[src/rtl/sqb2_pkg.sv]
package sqb2_pkg;
    localparam int LANE_W = 9;
    localparam logic PH_RISE = 1'b0;
    typedef enum logic {BEAT_EVEN = 1'b0, BEAT_ODD = 1'b1} beat_e;

    function automatic int lane_lo(input int lane);
        return lane * LANE_W;
    endfunction
endpackage

[src/rtl/sq_wr_capture.sv]
module sq_wr_capture
    import sqb2_pkg::*;
#(
    parameter int LANES = 2,
    parameter int AW    = 4,
    localparam int W    = LANES * LANE_W
) (
    input  logic                         clk,
    input  logic                         rst,
    input  logic                         khalf,
    input  logic                         wr_n,
    input  logic [AW-1:0]                wr_addr,
    input  logic [LANES-1:0]             bw_n,
    input  logic [W-1:0]                 wdata,
    output logic                         commit,
    output logic [AW-1:0]                c_addr,
    output logic [1:0][W-1:0]            c_data,
    output logic [1:0][LANES-1:0]        c_bwn
);
    logic             pend;
    logic [AW-1:0]    addr_q;
    logic [W-1:0]     d0_q;
    logic [LANES-1:0] bw0_q;

    always_ff @(posedge clk) begin
        if (rst) begin
            pend   <= 1'b0;
            addr_q <= '0;
            d0_q   <= '0;
            bw0_q  <= '1;
        end else if (khalf == PH_RISE) begin
            pend   <= !wr_n;
            addr_q <= wr_addr;
        end else if (pend) begin
            d0_q  <= wdata;
            bw0_q <= bw_n;
        end
    end

    // Beat 1 arrives on the rising-half edge that also commits the burst.
    assign commit            = pend && (khalf == PH_RISE);
    assign c_addr            = addr_q;
    assign c_data[BEAT_EVEN] = d0_q;
    assign c_bwn[BEAT_EVEN]  = bw0_q;
    assign c_data[BEAT_ODD]  = wdata;
    assign c_bwn[BEAT_ODD]   = bw_n;
endmodule

[src/rtl/sq_pair_array.sv]
module sq_pair_array
    import sqb2_pkg::*;
#(
    parameter int LANES = 2,
    parameter int PAIRS = 16,
    localparam int AW   = $clog2(PAIRS),
    localparam int W    = LANES * LANE_W
) (
    input  logic                  clk,
    input  logic                  we,
    input  logic [AW-1:0]         waddr,
    input  logic [1:0][W-1:0]     wd,
    input  logic [1:0][LANES-1:0] wbn,
    input  logic [AW-1:0]         raddr,
    output logic [1:0][W-1:0]     rd
);
    for (genvar b = 0; b < 2; b++) begin : g_bank
        logic [W-1:0] bank [PAIRS];

        always_ff @(posedge clk) begin
            if (we) begin
                for (int l = 0; l < LANES; l++) begin
                    if (!wbn[b][l])
                        bank[waddr][lane_lo(l) +: LANE_W] <= wd[b][lane_lo(l) +: LANE_W];
                end
            end
        end

        assign rd[b] = bank[raddr];
    end
endmodule

[src/rtl/sq_rd_pipe.sv]
module sq_rd_pipe
    import sqb2_pkg::*;
#(
    parameter int LANES = 2,
    parameter int AW    = 4,
    localparam int W    = LANES * LANE_W
) (
    input  logic                  clk,
    input  logic                  rst,
    input  logic                  khalf,
    input  logic                  rd_n,
    input  logic [AW-1:0]         rd_addr,
    output logic [AW-1:0]         look_addr,
    input  logic [1:0][W-1:0]     arr_rd,
    input  logic                  commit,
    input  logic [AW-1:0]         c_addr,
    input  logic [1:0][W-1:0]     c_data,
    input  logic [1:0][LANES-1:0] c_bwn,
    output logic [W-1:0]          rdata,
    output logic                  rvalid
);
    logic             a_v, b_v, h_v;
    logic [AW-1:0]    a_addr;
    logic [1:0][W-1:0] b_data;
    logic [W-1:0]     h_data;
    logic [1:0][W-1:0] merged;
    logic             hit;

    assign look_addr = a_addr;
    assign hit       = commit && (c_addr == a_addr);

    // Forward lanes of the burst being committed on this very edge.
    always_comb begin
        for (int b = 0; b < 2; b++) begin
            for (int l = 0; l < LANES; l++) begin
                merged[b][lane_lo(l) +: LANE_W] = (hit && !c_bwn[b][l])
                    ? c_data[b][lane_lo(l) +: LANE_W]
                    : arr_rd[b][lane_lo(l) +: LANE_W];
            end
        end
    end

    always_ff @(posedge clk) begin
        if (rst) begin
            a_v    <= 1'b0;
            b_v    <= 1'b0;
            h_v    <= 1'b0;
            a_addr <= '0;
            b_data <= '0;
            h_data <= '0;
            rdata  <= '0;
            rvalid <= 1'b0;
        end else if (khalf == PH_RISE) begin
            a_v    <= !rd_n;
            a_addr <= rd_addr;
            b_v    <= a_v;
            b_data <= merged;
            h_v    <= b_v;
            h_data <= b_data[BEAT_ODD];
            rvalid <= b_v;
            rdata  <= b_v ? b_data[BEAT_EVEN] : '0;
        end else begin
            rvalid <= h_v;
            rdata  <= h_v ? h_data : '0;
        end
    end
endmodule

[src/rtl/sq_b2_sram.sv]
module sq_b2_sram
    import sqb2_pkg::*;
#(
    parameter int LANES = 2,
    parameter int PAIRS = 16,
    localparam int AW   = $clog2(PAIRS),
    localparam int W    = LANES * LANE_W
) (
    input  logic             clk,
    input  logic             rst,
    input  logic             khalf,
    input  logic             rd_n,
    input  logic [AW-1:0]    rd_addr,
    input  logic             wr_n,
    input  logic [AW-1:0]    wr_addr,
    input  logic [LANES-1:0] bw_n,
    input  logic [W-1:0]     wdata,
    output logic [W-1:0]     rdata,
    output logic             rvalid
);
    logic                  wr_commit;
    logic [AW-1:0]         c_addr;
    logic [1:0][W-1:0]     c_data;
    logic [1:0][LANES-1:0] c_bwn;
    logic [AW-1:0]         look_addr;
    logic [1:0][W-1:0]     arr_rd;

    sq_wr_capture #(.LANES(LANES), .AW(AW)) u_wr (
        .clk(clk), .rst(rst), .khalf(khalf), .wr_n(wr_n), .wr_addr(wr_addr),
        .bw_n(bw_n), .wdata(wdata), .commit(wr_commit), .c_addr(c_addr),
        .c_data(c_data), .c_bwn(c_bwn)
    );

    sq_pair_array #(.LANES(LANES), .PAIRS(PAIRS)) u_arr (
        .clk(clk), .we(wr_commit), .waddr(c_addr), .wd(c_data), .wbn(c_bwn),
        .raddr(look_addr), .rd(arr_rd)
    );

    sq_rd_pipe #(.LANES(LANES), .AW(AW)) u_rd (
        .clk(clk), .rst(rst), .khalf(khalf), .rd_n(rd_n), .rd_addr(rd_addr),
        .look_addr(look_addr), .arr_rd(arr_rd), .commit(wr_commit),
        .c_addr(c_addr), .c_data(c_data), .c_bwn(c_bwn),
        .rdata(rdata), .rvalid(rvalid)
    );
endmodule

[config.mk]
export PLATFORM = sky130hd
export DESIGN_NAME = sq_b2_sram
export DESIGN_NICKNAME = d
export VERILOG_FILES = /design/src/rtl/sqb2_pkg.sv /design/src/rtl/sq_wr_capture.sv /design/src/rtl/sq_pair_array.sv /design/src/rtl/sq_rd_pipe.sv /design/src/rtl/sq_b2_sram.sv
export SDC_FILE = /design/constraint.sdc
export NUM_CORES = 1
export LEC_CHECK = 0
export ABC_CLOCK_PERIOD_IN_PS = 2600
export BUFFER_PORTS_ARGS = -buffer_cell sky130_fd_sc_hd__buf_2
export CORE_MARGIN = 2
export CORE_UTILIZATION = 36
export DETAILED_ROUTE_END_ITERATION = 16
export GPL_TIMING_DRIVEN = 0
export PLACE_DENSITY = 0.55
export SETUP_SLACK_MARGIN = 0.1
export SLEW_MARGIN = 20
export SYNTH_ARGS = -nofsm -noshare
export SYNTH_HDL_FRONTEND = slang
export SYNTH_SLANG_ARGS = --single-unit
[constraint.sdc]
create_clock -name clk -period 2.6 [get_ports clk]
set_input_delay 0 -clock clk [delete_from_list [all_inputs] [get_ports clk]]
set_output_delay 0 -clock clk [all_outputs]
set_load 0.03 [all_outputs]
==> summary.txt <==
Status
  – Run status: finished, final reports clean

Clocking
  – H-Tree Depth: 3
  – Worst-path clk slew: 0.06 ns
  – Setup fix buffers added after clock tree synthesis: 0
  – Insertion delay to the later sink of the worst-skew pair: 0.61 ns
  – CTS Sinks: 680
  – Number of clock buffers inserted by TritonCTS: 71
  – Number of buffers on the longest clock path: 3
  – CTS tree: built
  – CTS root buffer: clkbuf_16

Synth
  – Cell accounting for the most synthesized area: edfxtp_1
  – Number of instances in the synthesized netlist: 1,400
  – Number of flip-flops and latches in the synthesized netlist: 680
  – Synthesized-area fraction occupied by adder cells: 0
  – Number of flops mapped to enable cells by yosys: 576
  – Cell types occupying the most area after synthesis: edfxtp_1 67%, mux4_2 13%, dfxtp_1 8.0%, a22oi_1 2.6%, nor2_1 1.7%
  – Parity-gate share of the synthesized area counting xor and xnor cells: 0.002074
  – Share of synthesized area spent on multiplexers: 0.1354
  – Number of different library cells in the post-synthesis netlist: 28
  – Dominant cell by count in the synthesized netlist: edfxtp_1
  – YS warnings: 0
  – Main combinational cell family by area after synthesis: multiplexers
  – Synthesized Nets: 1,433
  – Fraction of the yosys area taken by sequential cells: 0.7471
  – Share of the synthesized area in compound gates (AO/OA/AOI/OAI): 0.05581
  – Top cell type's share of synthesized area: 0.6668
  – Most used standard cells in the synthesized netlist: 576 x edfxtp_1, 144 x mux4_2, 117 x nor2_1, 104 x dfxtp_1, 89 x a22oi_1
  – Most used DFF post-synth: edfxtp_1
  – Synthesized area: 25,940 sq um
  – Post-Synthesis Mean Instance Area: 18.53 sq um
  – Share of flip-flops with an asynchronous set or reset: 0
  – Area share of and/or/nand/nor cells after synthesis: 0.03700

Worst setup path
  – Data arrival time of the critical path: 2.80 ns
  – Setup crit start kind: flop
  – Worst setup EP type: flop
  – Worst setup path category: reg -> reg
  – Number of cell instances on the worst register-to-register path: 4
  – Critical register-to-register path endpoint: u_arr.g_bank[1].bank[7][0]
  – Largest fanout on the critical path: 9
  – Launch point of the worst path: u_wr.c_addr[0]
  – Data required time at the worst endpoint: 2.81 ns
  – Worst setup path end: u_arr.g_bank[1].bank[7][0]
  – Reg2Reg Launch Point: u_wr.c_addr[0]
  – Flop-to-flop setup slack: 0.02 ns

Placed design
  – Placed Instance Area: 27,430 sq um
  – Final weighted congestion of routability-driven global placement: 0.8584
  – Final HPWL from detailed placement: 43.24 mm
  – Number of cells in the design after placement: 2,400
  – Count of buffers from port buffering: 50

Floorplanning
  – Die Span X: 272.4 um
  – DIE AREA: 74,220 sq um
  – Core footprint: 71,360 sq um
  – Number of placed I/O pins: 52
  – Number of placement rows: 98
  – Initial Utilization: 0.3635
  – Overall die height: 272.4 um

Routing
  – Total length of routed wires: 66.91 mm
  – First-pass iteration count of the detailed router: 5
  – Residual DRC count: 0
  – Post-route ant nets: 0
  – Total via count in the routed design: 13.67k
  – WL per Instance: 26.16 um
  – Average via count per standard cell: 5.343
  – Number of design-rule violations left by the first detailed-router iteration: 1,353

Global route
  – First-pass GRT wire length: 96.49 mm
  – Pin count of the biggest net entering global routing: 19
  – Number of antenna violations at the first check in global routing: 2
  – Global route overflow: 0
  – Vias in the first global route: 14.26k
  – Aggregate global-route resource usage: 0.1812

STA
  – Unrepaired setup endpoints after global routing: true
  – Fmax: 387.0 MHz
  – Tightest slew margin relative to the limit: 0.2225
  – Final worst-path cycle share: 0.9939
  – Final slew viol count: 0
  – Period minus WS final: 2.584 ns
  – Final setup fails: 0
  – Number of endpoints with negative hold slack in the final report: 0
  – Clock tree skew after final layout: 0.02347 ns
  – Slew of the pin with the lowest slew margin: 1.162 ns

Hold path
  – Worst hold path class: in -> reg

Final layout
  – Final non-filler cell total: 2,558
  – Count of nets after finishing: 1,586
  – Diode insertion count for antenna repair: 0
  – Final instance area: 30,270 sq um
  – Final Util: 0.4242
  – Filler cell count: 6,355
  – Share of post-route cells with drive strength above 1: 0.2587
  – Area growth from synthesis to layout: 16.69%

Power and ir drop
  – Total internal power: 18.23 mW
  – Share of power burned in registers: 0.514
  – Power density over the cells: 766.7 nW/um^2
  – Highest ir drop seen on vdd: 548.6 uV
  – Psw: 4.978 mW
  – Overall power consumption: 23.21 mW
  – Switching share of power: 0.2145
  – Leakage: 10.06 nW
  – Combinational cell fraction of total power: 0.049
  – Portion of total power attributed to the clock network: 0.437

Job
  – Max-cap check violation count: 0
==> logic make-up after synthesis <==
logic type,after synthesis
compound gates,186
flops,680
xor+xnor,4
mux,171
buf+inv,125
simple gates,234
==> critical path: stages (launching register included) <==
cell     delay (ns)
dfxtp_1        0.30
buf_2          0.26
nor2b_1        0.31
nand3_1        0.39
nor2_1         0.92
==> power groups by stage <==
stage	Combinational, mW	Sequential (mW)	Clock [mW]
2_1_floorplan	0.671	12.1	0
3_3_place_gp	1.07	12.2	0
3_5_place_dp	1.09	12.2	0
4_1_cts	1.13	11.9	10.3
5_1_grt	1.21	11.9	10.7
6_report	1.13	11.9	10.1
==> final cells by class <==
class / instances / area (sq um) / share of cell area
Sequential cell: 680 / 19380 / 0.6402
Multi-Input combinational cell: 595 / 6202 / 0.2049
Clock buffer: 90 / 1959 / 0.06473
Tap cell: 950 / 1189 / 0.03927
Timing Repair Buffer: 80 / 550.5 / 0.01819
Buffer: 88 / 489.2 / 0.01616
Clock inverter: 38 / 361.6 / 0.01195
Inverter: 37 / 138.9 / 0.004588
==> state kept, by name (all words and copies together), names as in the netlist <==
signal	flops
u_wr.c_addr	4
u_rd.a_v	1
u_rd.rdata	18
u_rd.b_data	36
u_wr.bw0_q	2
u_rd.h_data	18
u_arr.g_bank.bank	576
u_rd.b_v	1
u_wr.d0_q	18
u_rd.look_addr	4
u_wr.pend	1
u_rd.rvalid	1
==> worst min path at each step <==
| stage | from | cells past startpoint | end |
|---|---|---|---|
| 2_1_floorplan | wdata[0] | 0 | u_arr.g_bank[1].bank[0][0] |
| 3_3_place_gp | wr_addr[3] | 3 | u_wr.c_addr[3] |
| 3_5_place_dp | wr_addr[0] | 3 | u_wr.c_addr[0] |
| 4_1_cts | rst | 3 | u_wr.d0_q[0] |
| 5_1_grt | rst | 3 | u_wr.pend |
| 6_report | rst | 3 | u_wr.d0_q[0] |
==> metrics by stage <==
stage,worst slack [ns],setup TNS [ns],hold slack [ns]
after floorplan,0.7586,0,0.09887
after global placement,-0.2340,-4.106,0.2321
after detailed placement,-0.1158,-2.099,0.2378
after CTS,-0.002057,-0.01108,0.01937
after global routing,-0.1719,-5.275,0.07281
final,0.01596,0,0.04590
==> layer usage <==
| layer | track usage | share of wire | up-vias |
|---|---|---|---|
| li1 | - | - | 5905 |
| met1 | 0.2412 | 0.42 | 7190 |
| met2 | 0.3006 | 0.49 | 453 |
| met3 | 0.02883 | 0.057 | 118 |
| met4 | 0.06695 | 0.032 | 2 |
| met5 | 0 | 0.00019 | - |
==> cells in the final DEF (no fill, tap or decap), drive strengths merged, types with 8 or more instances in the layout <==
cell	count
o221a	36
a21oi	56
clkinv	24
nor2	117
mux2i	27
nor2b	8
clkbuf	138
inv	42
nand2	86
dlygate4sd3	30
dfxtp	104
mux4	144
buf	89
edfxtp	576
a22oi	89
==> repair_timing <==
action                                  CTS  global route
hold endpoints to repair                336             0
hold buffers                             30             0
gates resized for setup                  36            39
pin swaps                                 0             1
endpoints found under the setup margin  225           321
Note: power is estimated with default switching activity, not from simulation.
